--- src/rtl/taint_cmp_pkg.sv ---
package taint_cmp_pkg;

  typedef enum logic [3:0] {
    OP_EQ   = 4'd0,
    OP_NE   = 4'd1,
    OP_LT   = 4'd2,
    OP_GT   = 4'd3,
    OP_LE   = 4'd4,
    OP_GE   = 4'd5,
    OP_RAND = 4'd6,
    OP_ROR  = 4'd7,
    OP_RBOOL= 4'd8,
    OP_LNOT = 4'd9
  } tcOp_e;

  // Strobes from decode to datapath
  typedef struct packed {
    logic selEq;     // equality class
    logic selOrd;    // ordered class
    logic selRed;    // reduction class
    logic swapOps;   // exchange A and B before ordered core
    logic invOut;    // invert value result of the class
    logic invRedIn;  // invert A before reduction core
  } tcCtl_t;

endpackage

--- src/rtl/taint_cmp_ctrl.sv ---
module taint_cmp_ctrl
  import taint_cmp_pkg::*;
(
  input  logic [3:0] opSel,
  output tcCtl_t     ctl
);

  always_comb begin
    ctl = '0;
    unique case (opSel)
      OP_EQ:    ctl.selEq = 1'b1;
      OP_NE:    begin ctl.selEq = 1'b1; ctl.invOut = 1'b1; end
      OP_LT:    ctl.selOrd = 1'b1;
      OP_GT:    begin ctl.selOrd = 1'b1; ctl.swapOps = 1'b1; end
      OP_LE:    begin ctl.selOrd = 1'b1; ctl.swapOps = 1'b1; ctl.invOut = 1'b1; end
      OP_GE:    begin ctl.selOrd = 1'b1; ctl.invOut = 1'b1; end
      OP_RAND:  ctl.selRed = 1'b1;
      OP_ROR,
      OP_RBOOL: begin ctl.selRed = 1'b1; ctl.invRedIn = 1'b1; ctl.invOut = 1'b1; end
      OP_LNOT:  begin ctl.selRed = 1'b1; ctl.invRedIn = 1'b1; end
      default:  ctl = '0;
    endcase
  end

endmodule

--- src/rtl/taint_cmp_datapath.sv ---
module taint_cmp_datapath
  import taint_cmp_pkg::*;
#(
  parameter int W = 8
) (
  input  logic [W-1:0] opA,
  input  logic [W-1:0] tagA,
  input  logic [W-1:0] opB,
  input  logic [W-1:0] tagB,
  input  tcCtl_t       ctl,
  output logic         result,
  output logic         resultTag
);

  logic [W-1:0] grpMask;
  logic         anyTagAB;
  logic         anyTagA;

  logic         eqVal;
  logic         eqProp;

  logic [W-1:0] ordX;
  logic [W-1:0] ordY;
  logic         ltVal;
  logic         ordProp;

  logic [W-1:0] redIn;
  logic         redVal;
  logic         redProp;

  assign grpMask  = tagA | tagB;
  assign anyTagAB = |grpMask;
  assign anyTagA  = |tagA;

  // Equality core: tainted positions forced to one on both sides
  assign eqVal  = (opA == opB);
  assign eqProp = ((opA | grpMask) == (opB | grpMask));

  // Ordered core computes X < Y; largest X vs smallest Y decides feasibility
  assign ordX    = ctl.swapOps ? opB : opA;
  assign ordY    = ctl.swapOps ? opA : opB;
  assign ltVal   = (ordX < ordY);
  assign ordProp = ((ordX | grpMask) >= (ordY & ~grpMask));

  // Reduction core: AND of optionally inverted A
  assign redIn   = ctl.invRedIn ? ~opA : opA;
  assign redVal  = &redIn;
  assign redProp = &(redIn | tagA);

  always_comb begin
    result    = 1'b0;
    resultTag = 1'b0;
    if (ctl.selEq) begin
      result    = eqVal ^ ctl.invOut;
      resultTag = eqProp & anyTagAB;
    end else if (ctl.selOrd) begin
      result    = ltVal ^ ctl.invOut;
      resultTag = ordProp & anyTagAB;
    end else if (ctl.selRed) begin
      result    = redVal ^ ctl.invOut;
      resultTag = redProp & anyTagA;
    end
  end

endmodule

--- src/rtl/taint_cmp_unit.sv ---
module taint_cmp_unit
  import taint_cmp_pkg::*;
#(
  parameter int W = 8
) (
  input  logic [W-1:0] opA,
  input  logic [W-1:0] tagA,
  input  logic [W-1:0] opB,
  input  logic [W-1:0] tagB,
  input  logic [3:0]   opSel,
  output logic         result,
  output logic         resultTag
);

  tcCtl_t ctl;

  taint_cmp_ctrl u_ctrl (
    .opSel (opSel),
    .ctl   (ctl)
  );

  taint_cmp_datapath #(.W(W)) u_dp (
    .opA       (opA),
    .tagA      (tagA),
    .opB       (opB),
    .tagB      (tagB),
    .ctl       (ctl),
    .result    (result),
    .resultTag (resultTag)
  );

endmodule

--- config.mk ---
export PLATFORM = sky130hd
export DESIGN_NAME = taint_cmp_unit
export DESIGN_NICKNAME = d
export VERILOG_FILES = /design/src/rtl/taint_cmp_pkg.sv /design/src/rtl/taint_cmp_ctrl.sv /design/src/rtl/taint_cmp_datapath.sv /design/src/rtl/taint_cmp_unit.sv
export SDC_FILE = /design/constraint.sdc
export NUM_CORES = 1
export LEC_CHECK = 0
export BUFFER_PORTS_ARGS = -buffer_cell sky130_fd_sc_hd__buf_4
export CAP_MARGIN = 30
export CORE_ASPECT_RATIO = 0.9
export CORE_MARGIN = 5
export CORE_UTILIZATION = 35
export DETAILED_ROUTE_END_ITERATION = 8
export GPL_ROUTABILITY_DRIVEN = 0
export PLACE_DENSITY = 0.71
export SETUP_SLACK_MARGIN = 0.4
export SYNTH_ARGS = -nofsm -noshare
export SYNTH_HDL_FRONTEND = slang
export SYNTH_SLANG_ARGS = --single-unit
--- constraint.sdc ---
create_clock -name vclk -period 4.1
set_input_delay 0.82 -clock vclk [all_inputs]
set_output_delay 0.82 -clock vclk [all_outputs]
set_load 0.01 [all_outputs]
==> impl.org, run 1 <==
** CTS
- For this design, the CTS-stage hold fixing added 0 buffers.

** Logic synthesis
- Largest area contributor in the synthesized netlist :: ha_1
- Yosys top cell area share :: 8.71%
- Combined area of all synthesized cells :: about 1100 µm²
- Synthesized area per cell :: ~6.7 µm²
- Yosys mapped the design onto 44 distinct sky130hd cell types.
- Most area-consuming cells after synthesis :: ha_1 (8.7%), xor2_1 (8.4%), nand2_1 (7.8%)
- Of the synthesized area, sequential elements account for 0%.
- Total nets after synthesis :: around 220
- Yosys Warn Count :: 0
- Counting every instance in the synthesized netlist gives 172.

** Final layout
- Proportion of layout cells with a drive suffix above 1 :: between 30% and 40%
- Fillers :: about 330
- Top library cells by usage in the layout, fill and taps aside :: buf_4 (44), nand2_1 (23), nor2_1 (22)
- Share of the core filled with cells in the final layout :: a little over half
- Area grow syn2layout :: 41.5%
- The number of antenna diodes in the final layout is 0.
- Leading cell type in the layout, fill and taps excluded :: buf_4
- Number of flip-flops and latches :: 0
- The final layout contains around 260 nets.
- In the final layout, the multi-input gates occupy 1140 µm².
- Layout clock buffers :: 0
- Registers take 0 µm².

** Timing
- Worst slew slack as a fraction of its limit :: 73.8%
- After layout, the worst path uses 98.6% of the clock period.
- In the post-route analysis, the smallest setup slack over all paths is about 0.056 ns.
- The clock period could shrink to roughly 4.0 ns.
- Setup violations remaining at the end of the flow were counted as 0.
- Unrepaired setup endpoints after global routing :: yes
- Across all hold checks on the routed design, the worst slack comes to 1.93 ns.
- Number of hold violations in the final report :: 0
- The count of pins over their slew limit came to 0.
- Fmax achieved :: around 250 MHz
- At the pin with the least slew margin, the transition time is between 0.3 and 0.4 ns.

** Route
- Post-DRT Antenna Nets :: 0
- Vias after detailed routing :: 1397
- Total DRC errors in the routed layout :: 0
- Dividing the detail-routed via count by the number of cells gives between 5 and 6.
- Drt first-iter violations :: 56
- For this run, the detailed router's first-pass iteration total came to 4.
- Summed over all layers, the routed wires come to about 3700 µm.
- Routed wire length per instance :: 14.6 µm

** Setup path
- Data arrival time of the worst path :: roughly 3.2 ns
- At the worst endpoint, the required time is 3.28 ns.
- The worst setup path is captured at an output pin.
- Kind of critical path :: input pin to output pin
- Timing startpoint of the critical path :: opSel[1]
- STA classifies the critical path startpoint as an input pin.
- Following the worst setup path forward leads to its endpoint at resultTag.
- Largest driver fanout on the critical path :: 8

** Floorplanning
- From left edge to right edge, the die measures slightly above 70 µm.
- Height of the die :: 64.4 µm
- The floorplan step defined a core boundary enclosing approximately 3100 µm².
- The initial utilization of the core area, before any placement, comes to a little under two fifths.
- In this run the count of I/O pins placed on the die edge is 38.
- Die area :: 4530 µm²
- Placement row count :: 19

** GRT
- Number of global-route vias before repair :: 1307
- Entering global routing, the biggest net connects 11 pins.
- Gr usage total :: between 10% and 20%
- Global route overflow :: 0
- Initial antenna violation count :: 0
- The first global-routing pass estimated 6020 µm of wire.

** Placed design
- At the placement stage, the worst setup path has a slack of -0.0640 ns.
- HPWL after detailed placement :: around 3000 µm
- Input and output buffers added on the ports amount to 38.

** Hold path
- Hold crit path type :: input pin to output pin
- Along the worst hold path, the cell count comes to 3.

** Power and ir drop
- IR analysis of the VDD net gives a maximum drop of between 0.00004 and 0.00005 V.
- Power per cell area :: 107 nW/µm²
- Leakage :: 0.720 nW

** Job
- Max-cap violations in this run came to 0.

** Run status
- The run finished with clean final reports.
-- cells in the mapped netlist (all sizes together) (2+ instances only) --
library cell  number
nand2             24
nor2              22
xor2              11
o21ai              9
ha                 8
mux2i              8
buf                7
nor4               7
nand2b             6
xnor2              6
a21oi              5
inv                5
nor2b              5
clkbuf             4
mux2               4
o31ai              4
a31oi              3
nand4              3
nor3               3
or4                3
a2111oi            2
a221oi             2
a22oi              2
maj3               2
o211ai             2
o22ai              2
-- what timing repair did --
item / in CTS / in global routing
buffers inserted: 3 / 5
gates resized for setup: 3 / 15
endpoints found under the setup margin: 2 / 2
pin swaps: 1 / 4
-- cell type report --
class,instances,share of cell area (%)
Inverter,5,1.15
Multi-Input combinational cell,156,70.2
Tap cell,42,3.23
Timing Repair Buffer,51,25.4
-- worst min path at each step --
stage	from	endpoint	slack, ns
after floorplan	opSel[3]	resultTag	1.70
after global placement	opSel[3]	resultTag	1.97
after detailed placement	opSel[3]	resultTag	1.97
after CTS	opSel[3]	resultTag	1.97
after global routing	opSel[3]	resultTag	1.95
final	opSel[3]	resultTag	1.93
-- metrics by stage --
| step | power (mW) | std cells | TNS (ns) | instance area (µm²) |
|---|---|---|---|---|
| after floorplan | 0.0973 | 172 | 0 | 1200 |
| final | 0.173 | 254 | 0 | 1630 |
| after CTS | 0.160 | 249 | 0 | 1530 |
| after detailed placement | 0.155 | 246 | -0.0640 | 1500 |
| after global placement | 0.154 | 246 | 0 | 1500 |
| after global routing | 0.191 | 254 | -0.0659 | 1630 |
-- where the power goes --
part | internal, mW | total (mW) | switching, mW
Sequential | 0 | 0 | 0
Clock | 0 | 0 | 0
Combinational | 0.0861 | 0.173 | 0.0873
Total | 0.0861 | 0.173 | 0.0873
-- metal layers --
metal	routed length (µm)	track usage (%)
met5	0	0
met3	249	1.41
met4	0	2.63
met1	1650	22.2
met2	1810	26.3
-- cells by family (layout without fill, tap and decap cells) --
group | count (synthesis) | after routing | synth area share, %
AOI/OAI and AO/OA | 34 | 34 | 20.9
xor gates and xnor gates | 17 | 17 | 12.9
adders and majority gates | 10 | 10 | 10.4
buffers and inverters | 16 | 56 | 6.42
muxes | 12 | 12 | 10.9
and+or+nand+nor | 83 | 83 | 38.4
-- critical path, stage by stage --
cell	delay [ns]
buf_6	0.09
and4bb_1	0.22
a21oi_4	0.27
buf_4	0.23
mux2i_1	0.20
nor3_1	0.06
ha_1	0.26
nand2b_1	0.14
a21oi_1	0.20
nor2b_1	0.07
o21ai_0	0.19
a21oi_2	0.08
a21oi_2	0.14
o31ai_2	0.09
buf_4	0.14
Note: power is estimated with default switching activity, not from simulation.
==> run 2, diff against run 1 <==
--- a/config.mk
+++ b/config.mk
@@ -12,7 +12,7 @@
 export CORE_UTILIZATION = 35
 export DETAILED_ROUTE_END_ITERATION = 8
 export GPL_ROUTABILITY_DRIVEN = 0
-export PLACE_DENSITY = 0.71
+export GPL_TIMING_DRIVEN = 0
 export SETUP_SLACK_MARGIN = 0.4
 export SYNTH_ARGS = -nofsm -noshare
 export SYNTH_HDL_FRONTEND = slang
==> run 2 against run 1 <==
Combinational power increased by 6%. Power increased by 6.0%. Sequential share of layout area unchanged. Via count increased by 2.6%. Largest cell class unchanged.
==> impl.org, run 2 (same netlist as run 1, synthesis figures left out) <==
** Run status
- The flow ran to the end, and the final reports show no timing, DRC or antenna violations.

** Route
- In this run the remaining antenna-violating nets after routing total 0.
- After detailed routing, the number of remaining DRC violations is 0.
- Drt first-iter violations :: 55
- Routed wire length per instance :: roughly 15 µm
- Drt total wl :: about 3900 µm
- Vias after detailed routing :: between 1k and 1.5k
- After detailed routing, the number of vias per cell comes to between 5 and 6.
- Length of the first detailed-routing pass in iterations :: 4

** Timing
- # setup viols final :: 0
- Counting I/O delays and the setup requirement, the final critical path takes between 4 and 5 ns.
- Share of the clock period used by the worst path after layout :: between 90% and 100%
- Actual transition at the worst max-transition pin :: 0.425 ns
- Timing would allow up to approximately 250 MHz.
- For the final routed database, the setup TNS stands at 0 ns.
- Worst slew slack as a fraction of its limit :: 71.7%
- Setup slack of the critical path after layout :: between 0.08 and 0.09 ns
- The number of failing hold endpoints at the final stage is 0.
- The count of pins over their slew limit was 0.
- Unrepaired setup endpoints after global routing :: yes

** Power and ir drop
- Clock power frac :: 0%
- In this run the power density over the cells is approximately 110 nW/µm².
- Fraction of power consumed by combinational cells :: between 90% and 100%
- Overall power consumption after layout is estimated at around 0.18 mW.
- Per report_power, the sequential group accounts for 0% of the total.
- The worst-case IR drop observed on VDD is 0.0000435 V.
- Leakage :: ~0.76 nW
- Internal power comes to around 0.093 mW.
- In this run the power spent charging and discharging nets is slightly above 0.09 mW.
- Switching power share of the total :: roughly half

** Hold path
- Hold crit path type :: input pin to output pin
- The startpoint identified for the worst hold timing path is opSel[3].

** Placed design
- Port Buf Inserts :: 30
- OpenSTA, run right after detailed placement, puts the worst setup slack at -0.330 ns.
- HPWL after detailed placement :: slightly above 3000 µm

** Final layout
- Number of flip-flops and latches :: 0
- Proportion of layout cells with a drive suffix above 1 :: 33.5%
- In the final layout, flip-flops and latches occupy 0 µm².
- Nets :: approximately 260
- Leading cell type in the layout, fill and taps excluded :: buf_4
- Share of the core filled with cells in the final layout :: 55.7%
- Area grow syn2layout :: 50.8%
- The layout has 0 clock buffers.
- Number of antenna repair diodes :: 0
- The library cells used most frequently in the layout, excluding fill and tap cells, are buf_4 (39), nor2_1 (22), nand2_1 (22).
- After filler insertion, the fill cell instance count of the layout stands at roughly 310.

** Setup path
- STA classifies the critical path startpoint as an input pin.
- The critical path goes through buf_8 -> and4bb_1 -> a21oi_4 -> buf_6 -> clkbuf_16 -> mux2i_1 -> nand2_1 -> ha_1 -> or4_4 -> o21ai_1 -> a21oi_1 -> a21oi_1 -> o31ai_2 -> buf_4.
- The largest single stage delay on the critical path is around 0.53 ns.
- Among cell families on the critical path, the largest total delay comes from simple AND/OR/NAND/NOR gates.
- Data on the critical path arrives at its endpoint at about 3.2 ns.
- Master of the slowest instance on the critical path :: or4_4
- Required time reported for the critical path endpoint :: between 3 and 4 ns
- The worst setup path is captured at an output pin.
- Largest driver fanout on the critical path :: 5
- The worst setup path is of the input pin to output pin kind.
- Timing startpoint of the critical path :: opSel[0]
- The critical path contains buffers and inverters numbering 4 combined.
- The most numerous cell type found on the critical path is a21oi_1.

** GRT
- The number of global-route vias before repair was 1419.
- Initial antenna violation count :: 0
- For this run the aggregate overflow at the end of global routing stands at 0.
- Largest net degree at the start of global routing :: 10
- First-pass GRT wire length :: about 6500 µm
- Global routing used roughly 17% of the available tracks across all layers.

** Floorplanning
- The core region is around 3100 µm².
- Effective utilization at floorplan :: approximately 37%
- Number of top-level design ports :: 38
- In this run the horizontal extent of the chip is around 70 µm.
- After floorplanning, the core was divided into 19 placement rows.
- Die area :: ~4500 µm²
- The floorplan step set the die height to 64.4 µm.

** Job
- Max-Cap Viols :: 0

** CTS
- Buffers inserted to repair hold after CTS numbered 0.
[run 2: path summary, 6_finish.rpt]
check	end	slack [ns]	depth (start not counted)
setup / recovery	resultTag	0.08	14
hold / removal	resultTag	2.06	4
[run 2: what timing repair did]
action	CTS	global route
setup buffers	12	3
setup endpoints to repair	2	2
gates cloned	1	0
pin swaps	8	10
resized for setup	18	9
[run 2: routing by layer]
metal | track usage (%) | up-vias | wire (µm)
li1 | - | 723 | -
met1 | 23.2 | 676 | 1770
met2 | 30.7 | 35 | 1910
met3 | 1.25 | 0 | 238
met4 | 0 | 0 | 0
met5 | 0 | - | 0
[run 2: cell type report]
| cell class | count | area (µm²) | area share [%] |
|---|---|---|---|
| multi-input combinational | 156 | 1170 | 67.4 |
| buffer | 11 | 108 | 6.20 |
| timing repair buffer | 46 | 387 | 22.3 |
| tap | 42 | 52.6 | 3.03 |
| inverter | 5 | 18.8 | 1.08 |
[run 2: power groups by stage]
stage               Clock, mW  Combinational, mW  Sequential, mW
detailed placement          0              0.153               0
finish                      0              0.184               0
floorplan                   0             0.0973               0
CTS                         0              0.173               0
global route                0              0.200               0
global placement            0              0.151               0
[run 2: metrics by stage]
| stage | hold WS (ns) | cells | instance area, µm² |
|---|---|---|---|
| after floorplan | 1.70 | 172 | 1200 |
| after global placement | 1.99 | 244 | 1480 |
| after detailed placement | 1.99 | 244 | 1480 |
| after CTS | 2.05 | 257 | 1650 |
| after global routing | 2.08 | 260 | 1730 |
| final | 2.06 | 260 | 1730 |
